[src/rtl/sgfx_pkg.sv]
package sgfx_pkg;

  typedef enum logic [1:0] {
    CMD_NONE  = 2'd0,
    CMD_MRS   = 2'd1,
    CMD_WRITE = 2'd2
  } sgfx_cmd_e;

  function automatic sgfx_cmd_e sgfx_decode(input logic cs_n, input logic ras_n,
                                            input logic cas_n, input logic we_n);
    if (cs_n) return CMD_NONE;
    case ({ras_n, cas_n, we_n})
      3'b000:  return CMD_MRS;
      3'b100:  return CMD_WRITE;
      default: return CMD_NONE;
    endcase
  endfunction

  // Active-high lane enable from an active-high mask bit.
  function automatic logic lane_enable(input logic mask_bit);
    return ~mask_bit;
  endfunction

endpackage

[src/rtl/sgfx_cmd_dec.sv]
module sgfx_cmd_dec
  import sgfx_pkg::*;
(
  input  logic cs_n,
  input  logic ras_n,
  input  logic cas_n,
  input  logic we_n,
  input  logic dsf,
  output logic ld_color,
  output logic ld_mode,
  output logic blk_wr,
  output logic norm_wr
);
  sgfx_cmd_e cmd;

  always_comb begin
    cmd      = sgfx_decode(cs_n, ras_n, cas_n, we_n);
    ld_color = (cmd == CMD_MRS)   &&  dsf;
    ld_mode  = (cmd == CMD_MRS)   && !dsf;
    blk_wr   = (cmd == CMD_WRITE) &&  dsf;
    norm_wr  = (cmd == CMD_WRITE) && !dsf;
  end
endmodule

[src/rtl/sgfx_color_reg.sv]
module sgfx_color_reg #(
  parameter int DATA_W = 32
) (
  input  logic              clk,
  input  logic              rst_n,
  input  logic              ld_color,
  input  logic [DATA_W-1:0] dq,
  output logic [DATA_W-1:0] color_q
);
  always_ff @(posedge clk) begin
    if (!rst_n)        color_q <= '0;
    else if (ld_color) color_q <= dq;
  end

  p_color_hold_r3: assert property (@(posedge clk) disable iff (!rst_n)
    !ld_color |=> $stable(color_q));
endmodule

[src/rtl/sgfx_strobe_gen.sv]
module sgfx_strobe_gen
  import sgfx_pkg::*;
#(
  parameter int COL_W  = 9,
  parameter int DATA_W = 32,
  parameter int NCOL   = 8,
  localparam int LANES = DATA_W / 8,
  localparam int SEL_W = $clog2(NCOL),
  localparam int GRP_W = COL_W - SEL_W
) (
  input  logic              clk,
  input  logic              rst_n,
  input  logic              blk_wr,
  input  logic              norm_wr,
  input  logic              ld_mode,
  input  logic [COL_W-1:0]  col_addr,
  input  logic [DATA_W-1:0] dq,
  input  logic [LANES-1:0]  dqm,
  input  logic [DATA_W-1:0] color_q,
  output logic [NCOL-1:0]   col_we,
  output logic [GRP_W-1:0]  col_grp,
  output logic [DATA_W-1:0] wr_data,
  output logic [LANES-1:0]  byte_en,
  output logic              mode_ld
);
  logic [NCOL-1:0]  we_d;
  logic [LANES-1:0] be_d;
  logic [SEL_W-1:0] col_sel;
  logic             any_wr;

  assign col_sel = col_addr[SEL_W-1:0];
  assign any_wr  = blk_wr | norm_wr;

  for (genvar c = 0; c < NCOL; c++) begin : g_col
    assign we_d[c] = blk_wr ? dq[c] : (norm_wr && (col_sel == SEL_W'(c)));
  end

  for (genvar l = 0; l < LANES; l++) begin : g_lane
    assign be_d[l] = any_wr && lane_enable(dqm[l]);
  end

  always_ff @(posedge clk) begin
    if (!rst_n) begin
      col_we  <= '0;
      col_grp <= '0;
      wr_data <= '0;
      byte_en <= '0;
      mode_ld <= 1'b0;
    end else begin
      col_we  <= we_d;
      col_grp <= col_addr[COL_W-1:SEL_W];
      wr_data <= blk_wr ? color_q : dq;
      byte_en <= be_d;
      mode_ld <= ld_mode;
    end
  end

  p_blk_mask_r4: assert property (@(posedge clk) disable iff (!rst_n)
    blk_wr |=> (col_we == $past(dq[NCOL-1:0])));
  p_norm_onehot_r7: assert property (@(posedge clk) disable iff (!rst_n)
    norm_wr |=> $onehot(col_we));
  p_idle_quiet_r8: assert property (@(posedge clk) disable iff (!rst_n)
    !any_wr |=> (col_we == '0) && (byte_en == '0));
  p_mode_no_strobe_r3: assert property (@(posedge clk) disable iff (!rst_n)
    mode_ld |-> (col_we == '0));
endmodule

[src/rtl/sgfx_blockwrite.sv]
module sgfx_blockwrite #(
  parameter int COL_W  = 9,
  parameter int DATA_W = 32,
  parameter int NCOL   = 8,
  localparam int LANES = DATA_W / 8,
  localparam int SEL_W = $clog2(NCOL),
  localparam int GRP_W = COL_W - SEL_W
) (
  input  logic              clk,
  input  logic              rst_n,
  input  logic              cs_n,
  input  logic              ras_n,
  input  logic              cas_n,
  input  logic              we_n,
  input  logic              dsf,
  input  logic [COL_W-1:0]  col_addr,
  input  logic [DATA_W-1:0] dq,
  input  logic [LANES-1:0]  dqm,
  output logic [NCOL-1:0]   col_we,
  output logic [GRP_W-1:0]  col_grp,
  output logic [DATA_W-1:0] wr_data,
  output logic [LANES-1:0]  byte_en,
  output logic              mode_ld
);
  logic ld_color, ld_mode, blk_wr, norm_wr;
  logic [DATA_W-1:0] color_q;

  sgfx_cmd_dec u_dec (
    .cs_n(cs_n), .ras_n(ras_n), .cas_n(cas_n), .we_n(we_n), .dsf(dsf),
    .ld_color(ld_color), .ld_mode(ld_mode), .blk_wr(blk_wr), .norm_wr(norm_wr)
  );

  sgfx_color_reg #(.DATA_W(DATA_W)) u_color (
    .clk(clk), .rst_n(rst_n), .ld_color(ld_color), .dq(dq), .color_q(color_q)
  );

  sgfx_strobe_gen #(.COL_W(COL_W), .DATA_W(DATA_W), .NCOL(NCOL)) u_strobe (
    .clk(clk), .rst_n(rst_n), .blk_wr(blk_wr), .norm_wr(norm_wr),
    .ld_mode(ld_mode), .col_addr(col_addr), .dq(dq), .dqm(dqm),
    .color_q(color_q), .col_we(col_we), .col_grp(col_grp),
    .wr_data(wr_data), .byte_en(byte_en), .mode_ld(mode_ld)
  );

  p_one_cmd_r9: assert property (@(posedge clk) disable iff (!rst_n)
    cs_n |=> (col_we == '0) && !mode_ld);
endmodule

[config.mk]
export PLATFORM = sky130hd
export DESIGN_NAME = sgfx_blockwrite
export DESIGN_NICKNAME = d
export VERILOG_FILES = /design/src/rtl/sgfx_pkg.sv /design/src/rtl/sgfx_cmd_dec.sv /design/src/rtl/sgfx_color_reg.sv /design/src/rtl/sgfx_strobe_gen.sv /design/src/rtl/sgfx_blockwrite.sv
export SDC_FILE = /design/constraint.sdc
export NUM_CORES = 1
export LEC_CHECK = 0
export BUFFER_PORTS_ARGS = -buffer_cell sky130_fd_sc_hd__buf_4
export CAP_MARGIN = 20
export CORE_UTILIZATION = 40
export CTS_BUF_LIST = sky130_fd_sc_hd__clkbuf_4 sky130_fd_sc_hd__clkbuf_8
export DETAILED_ROUTE_END_ITERATION = 12
export PLACE_DENSITY_LB_ADDON = 0.12
export SYNTH_ARGS = -nofsm -noshare
export SYNTH_HDL_FRONTEND = slang
export SYNTH_HIERARCHICAL = 1
export SYNTH_SLANG_ARGS = --single-unit
[constraint.sdc]
create_clock -name clk -period 1.8 [get_ports clk]
set_clock_uncertainty 0.2 [all_clocks]
set_input_delay 0.27 -clock clk [delete_from_list [all_inputs] [get_ports clk]]
set_output_delay 0.27 -clock clk [all_outputs]
set_load 0.01 [all_outputs]
==> key figures <==
Drt
  • Drt pass-1 iters: 4
  • Routed WL per cell: around 13 um
  • Total number of vias: between 2k and 2.5k
  • WL final: between 6000 and 7000 um
  • Remaining DRCs: 0
  • DR vias/cell: between 4 and 5
  • Routed Antenna Nets: 0
  • Initial DRC Count: 54

STA
  • Final count of pins violating max slew: 0
  • Worst hold margin: just over 0.009 ns
  • Final Cycle Share: between 80% and 90%
  • Fmax: just under 0.7 GHz
  • Worst-Margin Slew: 0.5125 ns
  • Setup violations, final: 0
  • Tmin final: 1.472 ns
  • Sum Neg Setup Slack: 0 ns
  • Max-Slew Margin vs Limit: 65.47%
  • Hold Vio Cnt, Final: 0
  • RSZ-0062 raised after global routing: no

Status
  • Run status: finished, final reports clean

Floorplanning
  • Ports: about 100
  • DIE HEIGHT: between 80 and 90 um
  • Initial Util: 41.44%
  • Die area: slightly below 8000 um2
  • Core Region: approximately 7300 um2
  • Die X: 88.68 um
  • Row count: 31

Clock tree
  • Skew-Pair Late Insertion Delay: around 0.34 ns
  • Post-CTS resize count: 0
  • Clock buffer depth: 2
  • H-tree depth: 3
  • Reg clk slew, reported paths: about 0.08 ns
  • CTS Root Cell: clkbuf_8
  • Cts bufs inserted: 9
  • Sink Count: 83
  • CTS tree: done

Pwr
  • Pwr Density: 868.8 nW/um2
  • LEAKAGE: 0.001826 uW
  • Total power: 3942 uW
  • Maximum VDD drop: around 0.00063 V

GRT
  • First-pass GRT wire length: ~9500 um
  • GR Overflow Total: 0
  • Largest net degree at the start of global routing: 33
  • Vias in the first global route: about 2.1k
  • Tot GR Track Use: 16.15%
  • Initial antenna violation count: 0

Layout
  • Share of cells above drive strength 1: a little under a third
  • Post-layout net count: ~470
  • Final non-filler cell total: between 500 and 600
  • Antenna diodes: 0
  • Area grow syn2layout: 50.96%
  • Final instance area: 4537 um2

Critical path
  • R2R Path Start: u_color/color_q[30]
  • Critical Path Start Type: primary input
  • Arrival @ worst endpoint: approximately 1.5 ns
  • Critical Path End Type: flip-flop
  • Setup CP Type: in -> reg
  • Worst setup path startpoint: dsf
  • Required @ worst endpoint: between 1.5 and 2 ns
  • Max Fanout on Critical Path: 4

Placement
  • Buffers on Ports: 102
  • RD Place Congestion: 0.7095
  • Placed inst area: slightly below 4000 um2
  • HPWL after DPL: between 4000 and 5000 um
  • Inst Count DP: 461

Synthesis
  • Yosys top cell by area: dfxtp_1
  • Synthesized Nets: between 300 and 400
  • Sequential-to-total area share from yosys stat: roughly 55%
  • Mapped Cells: between 200 and 300
  • Mean post-synth cell area: 11.21 um2
  • Post-synth cell types: 21
  • Share of the synthesized area in the top cell type: 55.29%
  • Yosys warning count: 6
  • Mapped Area: between 3000 and 4000 um2
  • Register bit total from synthesis: slightly above 80
  • Synth area leaders: dfxtp_1 55%, mux2i_1 21%, nor2b_1 6.9%

Flow run
  • Max Cap Viol: 0

Hold path
  • Hold WC Path Type: in -> reg
  • Min-delay src: dq[28]
-- kinds of logic after synthesis --
| group | after synthesis | share of synthesized area, % |
|---|---|---|
| multiplexers | 64 | 21.32 |
| AO/OA/AOI/OAI | 9 | 1.998 |
| AND/OR/NAND/NOR | 94 | 16.57 |
| buffers and inverters | 18 | 4.829 |
| flip-flops | 83 | 55.29 |
-- sequential cells by signal (all words and copies together) (netlist names) --
signal,flops
u_strobe/byte_en,4
u_strobe/col_grp,6
u_color/color_q,32
u_strobe/mode_ld,1
u_strobe/wr_data,32
u_strobe/col_we,8
-- where the power goes --
| group | switching [uW] | internal [uW] | total [uW] | leakage, uW |
|---|---|---|---|---|
| Clock | 643 | 971 | 1610 | 0.000127 |
| Combinational | 162 | 254 | 416 | 0.00102 |
| Sequential | 17.8 | 1890 | 1910 | 0.000680 |
-- layout by cell type (no fill, tap or decap), drive strengths merged --
| cell type | n |
|---|---|
| and2 | 8 |
| buf | 111 |
| bufinv | 3 |
| clkbuf | 11 |
| clkinv | 3 |
| dfxtp | 83 |
| dlygate4sd3 | 42 |
| mux2i | 64 |
| nand2b | 1 |
| nand3 | 9 |
| nand3b | 3 |
| nor2 | 36 |
| nor2b | 33 |
| nor4 | 2 |
| nor4b | 1 |
| o21ai | 7 |
| o41ai | 2 |
| or3b | 1 |
-- area by class of cell --
class                      instances  area, um2
inverter                           1      3.754
timing repair buffer             153       1291
fill                             596       2716
clock buffer                      11      145.1
clock inverter                     5      100.1
sequential                        83       1662
tap                               99      123.9
multi-input combinational        167       1211
-- cells in the mapped netlist, drive strengths merged --
master	count
clkinv	1
nor4b	1
o41ai	2
nand2b	1
clkbuf	6
dfxtp	83
o21ai	7
or3b	1
nor4	2
and2	8
mux2i	64
nor2	36
buf	11
nand3	9
nor2b	33
nand3b	3
-- routing by layer --
layer	routed length (um)	global-route usage [%]	part of all wire [%]	vias to the layer above
met5	0	0	0	-
met4	126	7.918	1.9	0
met3	309	3.825	4.8	11
met2	3150	27.06	48	61
met1	2911	19.46	45	1036
li1	-	-	-	1183
-- path summary, 6_finish.rpt --
path | slack, ns | to | cells past startpoint
max reg2reg | 0.97 | u_strobe/wr_data[30] | 2
min reg2reg | 0.29 | u_strobe/wr_data[26] | 2
min | 0.009 | u_strobe/wr_data[28] | 3
max | 0.33 | u_strobe/col_we[0] | 5
-- critical path, stage by stage --
cell	delay, ns
buf_4	0.11
nor4_1	0.32
and2_1	0.20
or3b_4	0.41
o41ai_2	0.21
-- through the flow --
stage | util, % | setup WS [ns]
final | 62.55 | 0.3283
after global routing | 62.55 | 0.2565
after CTS | 62.55 | 0.3367
after detailed placement | 53.37 | -0.02061
after global placement | 53.37 | 0.02143
after floorplan | - | 0.1981
-- timing repair --
| item | in CTS | in global routing |
|---|---|---|
| endpoints found under the hold margin | 57 | 0 |
| setup buffers | 0 | 0 |
| hold buffers | 42 | 0 |
(Power assumes the default switching activity.)
